<file path="src/rtl/pcd_pkg.sv">
package pcd_pkg;
  localparam int unsigned CELL_IN_W  = 3;
  localparam int unsigned CELL_OUT_W = 2;
  localparam int unsigned NCELL      = 3;
  localparam int unsigned INJ_W      = NCELL * CELL_OUT_W;
  localparam int unsigned SEL_W      = 2;
  localparam int unsigned Y_W        = 1 << SEL_W;

  typedef enum logic [1:0] {
    CK_SPLIT = 2'd0,
    CK_LOW   = 2'd1,
    CK_HIGH  = 2'd2
  } cell_kind_e;
endpackage

</file>
<file path="src/rtl/pcd_copy.sv">
module pcd_copy
  import pcd_pkg::*;
#(
  parameter cell_kind_e KIND = CK_SPLIT,
  parameter int unsigned IN_W  = CELL_IN_W,
  parameter int unsigned OUT_W = CELL_OUT_W
) (
  input  logic [IN_W-1:0]  din,
  input  logic [OUT_W-1:0] flip,
  output logic [OUT_W-1:0] dout,
  output logic             par_in,
  output logic             par_out
);
  logic [OUT_W-1:0] raw;

  generate
    if (KIND == CK_SPLIT) begin : g_split
      assign raw = {din[0], ~din[0]};
    end else if (KIND == CK_LOW) begin : g_low
      assign raw = {~din[2] & din[1], ~din[2] & din[0]};
    end else begin : g_high
      assign raw = {din[2] & din[1], din[2] & din[0]};
    end
  endgenerate

  assign dout    = raw ^ flip;
  assign par_in  = ^din;
  assign par_out = ^dout;
endmodule

</file>
<file path="src/rtl/pcd_cell.sv">
module pcd_cell
  import pcd_pkg::*;
#(
  parameter cell_kind_e KIND = CK_SPLIT,
  parameter int unsigned IN_W  = CELL_IN_W,
  parameter int unsigned OUT_W = CELL_OUT_W
) (
  input  logic [IN_W-1:0]  din,
  input  logic [OUT_W-1:0] flip_a,
  input  logic [OUT_W-1:0] flip_b,
  output logic [OUT_W-1:0] dout,
  output logic             fault
);
  logic [OUT_W-1:0] dout_b;
  logic pin_a, pin_b, pout_a, pout_b;
  logic in_diff, out_diff;

  pcd_copy #(.KIND(KIND), .IN_W(IN_W), .OUT_W(OUT_W)) u_copy_a (
    .din(din), .flip(flip_a), .dout(dout),
    .par_in(pin_a), .par_out(pout_a)
  );

  pcd_copy #(.KIND(KIND), .IN_W(IN_W), .OUT_W(OUT_W)) u_copy_b (
    .din(din), .flip(flip_b), .dout(dout_b),
    .par_in(pin_b), .par_out(pout_b)
  );

  // Flag when input agreement and output agreement disagree.
  assign in_diff  = pin_a ^ pin_b;
  assign out_diff = pout_a ^ pout_b;
  assign fault    = in_diff ^ out_diff;
endmodule

</file>
<file path="src/rtl/pcd_chain.sv">
module pcd_chain #(
  parameter int unsigned N    = 3,
  parameter logic        SEED = 1'b0
) (
  input  logic [N-1:0] flags,
  output logic         tail
);
  logic [N:0] link;
  assign link[0] = SEED;
  generate
    for (genvar i = 0; i < N; i++) begin : g_link
      assign link[i+1] = link[i] ^ flags[i];
    end
  endgenerate
  assign tail = link[N];
endmodule

</file>
<file path="src/rtl/pcd_decoder.sv">
module pcd_decoder
  import pcd_pkg::*;
#(
  parameter logic CHAIN_SEED = 1'b0
) (
  input  logic [SEL_W-1:0] sel,
  input  logic [INJ_W-1:0] inj_a,
  input  logic [INJ_W-1:0] inj_b,
  output logic [Y_W-1:0]   y,
  output logic             err_t,
  output logic [NCELL-1:0] fault_cell
);
  logic [CELL_OUT_W-1:0] pair;
  logic [CELL_OUT_W-1:0] half_lo, half_hi;

  pcd_cell #(.KIND(CK_SPLIT)) u_cell0 (
    .din({2'b00, sel[0]}),
    .flip_a(inj_a[1:0]), .flip_b(inj_b[1:0]),
    .dout(pair), .fault(fault_cell[0])
  );

  pcd_cell #(.KIND(CK_LOW)) u_cell1 (
    .din({sel[1], pair}),
    .flip_a(inj_a[3:2]), .flip_b(inj_b[3:2]),
    .dout(half_lo), .fault(fault_cell[1])
  );

  pcd_cell #(.KIND(CK_HIGH)) u_cell2 (
    .din({sel[1], pair}),
    .flip_a(inj_a[5:4]), .flip_b(inj_b[5:4]),
    .dout(half_hi), .fault(fault_cell[2])
  );

  assign y = {half_hi, half_lo};

  pcd_chain #(.N(NCELL), .SEED(CHAIN_SEED)) u_chain (
    .flags(fault_cell), .tail(err_t)
  );
endmodule

</file>
<file path="config.mk">
export PLATFORM = sky130hd
export DESIGN_NAME = pcd_decoder
export DESIGN_NICKNAME = d
export VERILOG_FILES = /design/src/rtl/pcd_pkg.sv /design/src/rtl/pcd_copy.sv /design/src/rtl/pcd_cell.sv /design/src/rtl/pcd_chain.sv /design/src/rtl/pcd_decoder.sv
export SDC_FILE = /design/constraint.sdc
export NUM_CORES = 1
export LEC_CHECK = 0
export BUFFER_PORTS_ARGS = -buffer_cell sky130_fd_sc_hd__buf_2
export CELL_PAD_IN_SITES_DETAIL_PLACEMENT = 1
export CELL_PAD_IN_SITES_GLOBAL_PLACEMENT = 2
export CORE_AREA = 2 2 39 41
export DETAILED_ROUTE_END_ITERATION = 10
export DIE_AREA = 0 0 41 43
export PLACE_DENSITY = 0.73
export SLEW_MARGIN = 25
export SYNTH_ARGS = -nofsm -noshare
export SYNTH_HDL_FRONTEND = slang
export SYNTH_SLANG_ARGS = --single-unit
</file>
<file path="constraint.sdc">
create_clock -name vclk -period 1.53
set_input_delay 0.0765 -clock vclk [all_inputs]
set_output_delay 0.0765 -clock vclk [all_outputs]
set_load 0.005 [all_outputs]
</file>
======== Word level (Yosys, flattened, before mapping) ========
Cells that the tools add are included.
word-level totals
  register bits ........................... 0
  input bits .............................. 14
operators by class
  bitwise operators ....................... 17
  reductions and logical operators ........ 6
operators with widths
  kind                 count
  2-bit XOR reduction  6
  2-bit bitwise XOR    6
  1-bit bitwise XOR    5
  1-bit bitwise AND    4
  1-bit NOT            2

======== Longest topological paths before layout ========
  depth after elaboration ................. 8
  depth in mapped cells ................... 3
  mapped depth without buffers ............ 3

======== Cells and area by module ========
Synthesis repeated with hierarchy kept, for this count alone.
second synthesis, totals
  cell total of the unflattened synthesis .. 55
  area total of the unflattened synthesis .. 481.7 µm²
modules (own cells, without submodules)
  module                           times used  cells an instance  area each (µm²)  seq. area each (µm²)
  pcd_copy (u_cell1.u_copy_a ...)  4           9                  68.8             0.0
  pcd_copy (u_cell0.u_copy_a ...)  2           4                  50.0             0.0
  pcd_cell                         3           3                  26.3             0.0
  pcd_chain                        1           1                  23.8             0.0
  pcd_decoder                      1           1                  3.8              0.0

======== Worst setup path after synthesis ========
OpenSTA, ideal clock, no wires.
  path type ............................... input to output
  start ................................... input port inj_b[0]
  end ..................................... output port err_t
  arrival ................................. 0.848 ns
  required time ........................... 1.453 ns
  setup slack ............................. 0.606 ns
  stages .................................. 3
  path buffers ............................ 0
  cell sequence ........................... xor2_1 xnor2_1 xor3_1
on the way
  longest elaborated chain between the ends .. 5
RTL lines
  what                            line               source
  from (decl)                     pcd_decoder.sv:8   input logic [INJ_W-1:0] inj_b,
  2-bit bitwise XOR               pcd_copy.sv:26     assign dout = raw ^ flip;
  2-bit XOR reduction             pcd_copy.sv:28     assign par_out = ^dout;
  1-bit bitwise XOR               pcd_cell.sv:30     assign out_diff = pout_a ^ pout_b;
  via u_cell0.fault               pcd_cell.sv:12     output logic fault
  1-bit bitwise XOR (2 in a row)  pcd_chain.sv:12    assign link[i+1] = link[i] ^ flags[i];
  to (decl)                       pcd_decoder.sv:10  output logic err_t,
The timed path passes the listed nets, and every way through them passes these cells.

======== Worst setup path in the final report ========
  start ................................... input port inj_b[0]
  end ..................................... output port err_t
on the way
  longest elaborated chain between the ends .. 5
RTL lines
  what                            line
  2-bit bitwise XOR               pcd_copy.sv:26
  2-bit XOR reduction             pcd_copy.sv:28
  1-bit bitwise XOR               pcd_cell.sv:30
  1-bit bitwise XOR (2 in a row)  pcd_chain.sv:12
Every way passes these cells.

==> impl_metrics.env <==
export IMPL_hold_path_endpoint="y[0]"
export IMPL_min_from="inj_a[2]"
export IMPL_criticalPathCategory="primary input to primary output"
export IMPL_grt_pass1_vias=192
export IMPL_cts_resized_gates=0
export IMPL_outcome="completed"
export IMPL_via_per_inst=3.64
export IMPL_netlist_top_cell_by_area="xor2_1"
export IMPL_leakagePower_nw=0.166
export IMPL_p_int_mw=0.0953
export IMPL_drive_above_1_share_pct=51.2
export IMPL_nNetsFinal=59
export IMPL_grt_ovfl_total=0
export IMPL_fin_util_pct=22.0
export IMPL_swShare_pct=39.4
export IMPL_grtUsageMet1_pct=5.71
export IMPL_hold_viol_final=0
export IMPL_grt_use_total_pct=5.20
export IMPL_die_y_um=43
export IMPL_seq_area_um2=0
export IMPL_ant_nets=0
export IMPL_final_min_clock_period_ns=1.19
export IMPL_initial_core_util_pct=14.2
export IMPL_met2_usage_pct=10.6
export IMPL_synth_area_um2=196
export IMPL_nClkBuffers=0
export IMPL_instances_no_fill=59
export IMPL_top_usage_layer="met2"
export IMPL_drtIter0Drc=0
export IMPL_nFlopsAndLatches=0
export IMPL_diodes=0
export IMPL_p_clk_share_pct=0
export IMPL_slew_limit_headroom_pct=85.0
export IMPL_synth_area_per_cell_um2=8.18
export IMPL_synth_most_common_cell="xor2_1"
export IMPL_core_um2=1380
export IMPL_arrival_ns=1.12
export IMPL_ir_drop_mv=0.0863
export IMPL_wire_per_inst_um=7.97
export IMPL_vias=215
export IMPL_crit_path_max_fanout=2
export IMPL_dp_cells=59
export IMPL_synth_fp_nets=38
export IMPL_syn_to_final_growth_pct=54.8
export IMPL_die_area_um2=1760
export IMPL_cp_end_kind="primary output"
export IMPL_die_w_um=41
export IMPL_holdPathStages=3
export IMPL_power_switching_mw=0.0619
export IMPL_rsz0062_at_grt="no"
export IMPL_row_count=14
export IMPL_use_met3_pct=0
export IMPL_first_pass_iters=1
export IMPL_dp_hpwl_um=462
export IMPL_final_min_period_over_clock_period_pct=78.0
export IMPL_hold_buffers=0
export IMPL_yosysWarnings=0
export IMPL_power_frac_seq_pct=0
export IMPL_fmax_mhz=838
export IMPL_final_area_um2=304
export IMPL_portBuffers=22
export IMPL_drv_cap=0
export IMPL_seq_area_frac_synth_pct=0
export IMPL_slew_violations=0
export IMPL_placedInstanceArea_um2=304
export IMPL_drc=0
export IMPL_power_density_nw_per_um2=517
export IMPL_gp_congestion=0.655
export IMPL_finalPower_mw=0.157
export IMPL_tightestPinTransition_ns=0.224
export IMPL_detail_route_wirelength_um=470
export IMPL_setup_tns_final_ns=0
export IMPL_hold_path_class="primary input to primary output"
export IMPL_synth_top_area_share_pct=35.7
export IMPL_grt_max_degree=4
export IMPL_crit_required_ns=1.45
export IMPL_synthCells=24
export IMPL_postCtsSetupRepairBufs=0
export IMPL_grt_antenna_before_repair=0
export IMPL_pwr_share_comb_pct=100.0
export IMPL_ys_types=6
export IMPL_start_kind="primary input"
export IMPL_synth_area_top_cells="xor2_1 (36%), xnor2_1 (31%), xor3_1 (12%), buf_4 (11%), nor2_1 (7.6%)"
export IMPL_grt_first_pass_wirelength_um=669
export IMPL_synth_common_cells="xor2_1 (8), xnor2_1 (7), nor2_1 (4), buf_4 (3)"
export IMPL_setup_viol_count_final=0
export IMPL_ios=22
[critical path, stage by stage]
cell and delay (ns):
buf_2 0.10, xor2_1 0.16, xnor2_1 0.22, xor3_1 0.43
buf_2 0.13
[final cells by class]
class,instances,area [um^2]
multi-input combinational,20,170
timing repair buffer,22,110
inverter,1,3.75
fill,182,1080
tap,16,20.0
[routing by layer]
metal	vias up	share of wire (%)
met1	95	36
met2	12	51
met3	0	13
li1	108	-
met5	-	0
met4	0	0
[logic make-up after synthesis]
family	after synthesis	synth area share, %
xor+xnor	16	79.0
buf+inv	4	13.4
simple gates	4	7.64
[through the flow]
stage | hold WS, ns | setup WS [ns]
final | 0.428 | 0.337
after global placement | 0.429 | 0.294
after floorplan | 0.208 | 0.606
after CTS | 0.431 | 0.289
after detailed placement | 0.431 | 0.289
after global routing | 0.451 | 0.252
[cell usage in the layout, fill, tap and decap left out, drive strengths merged]
master  netlist  layout
xor2          8       8
nor2          4       4
inv           1       1
buf           3      22
xor3          1       1
xnor2         7       7
[power by group through the flow]
stage / clock network [mW] / registers, mW / logic [mW]
floorplan: 0 / 0 / 0.111
global placement: 0 / 0 / 0.161
detailed placement: 0 / 0 / 0.162
CTS: 0 / 0 / 0.163
global route: 0 / 0 / 0.176
finish: 0 / 0 / 0.157
[worst max-delay path by stage]
| stage | start | end | depth (start not counted) |
|---|---|---|---|
| after global placement | inj_b[0] | err_t | 5 |
| after CTS | inj_b[0] | err_t | 5 |
| after floorplan | inj_b[0] | err_t | 3 |
| after global routing | inj_a[0] | err_t | 5 |
| after detailed placement | inj_b[0] | err_t | 5 |
| final | inj_b[0] | err_t | 5 |
Power figures use the tool's default switching activity.
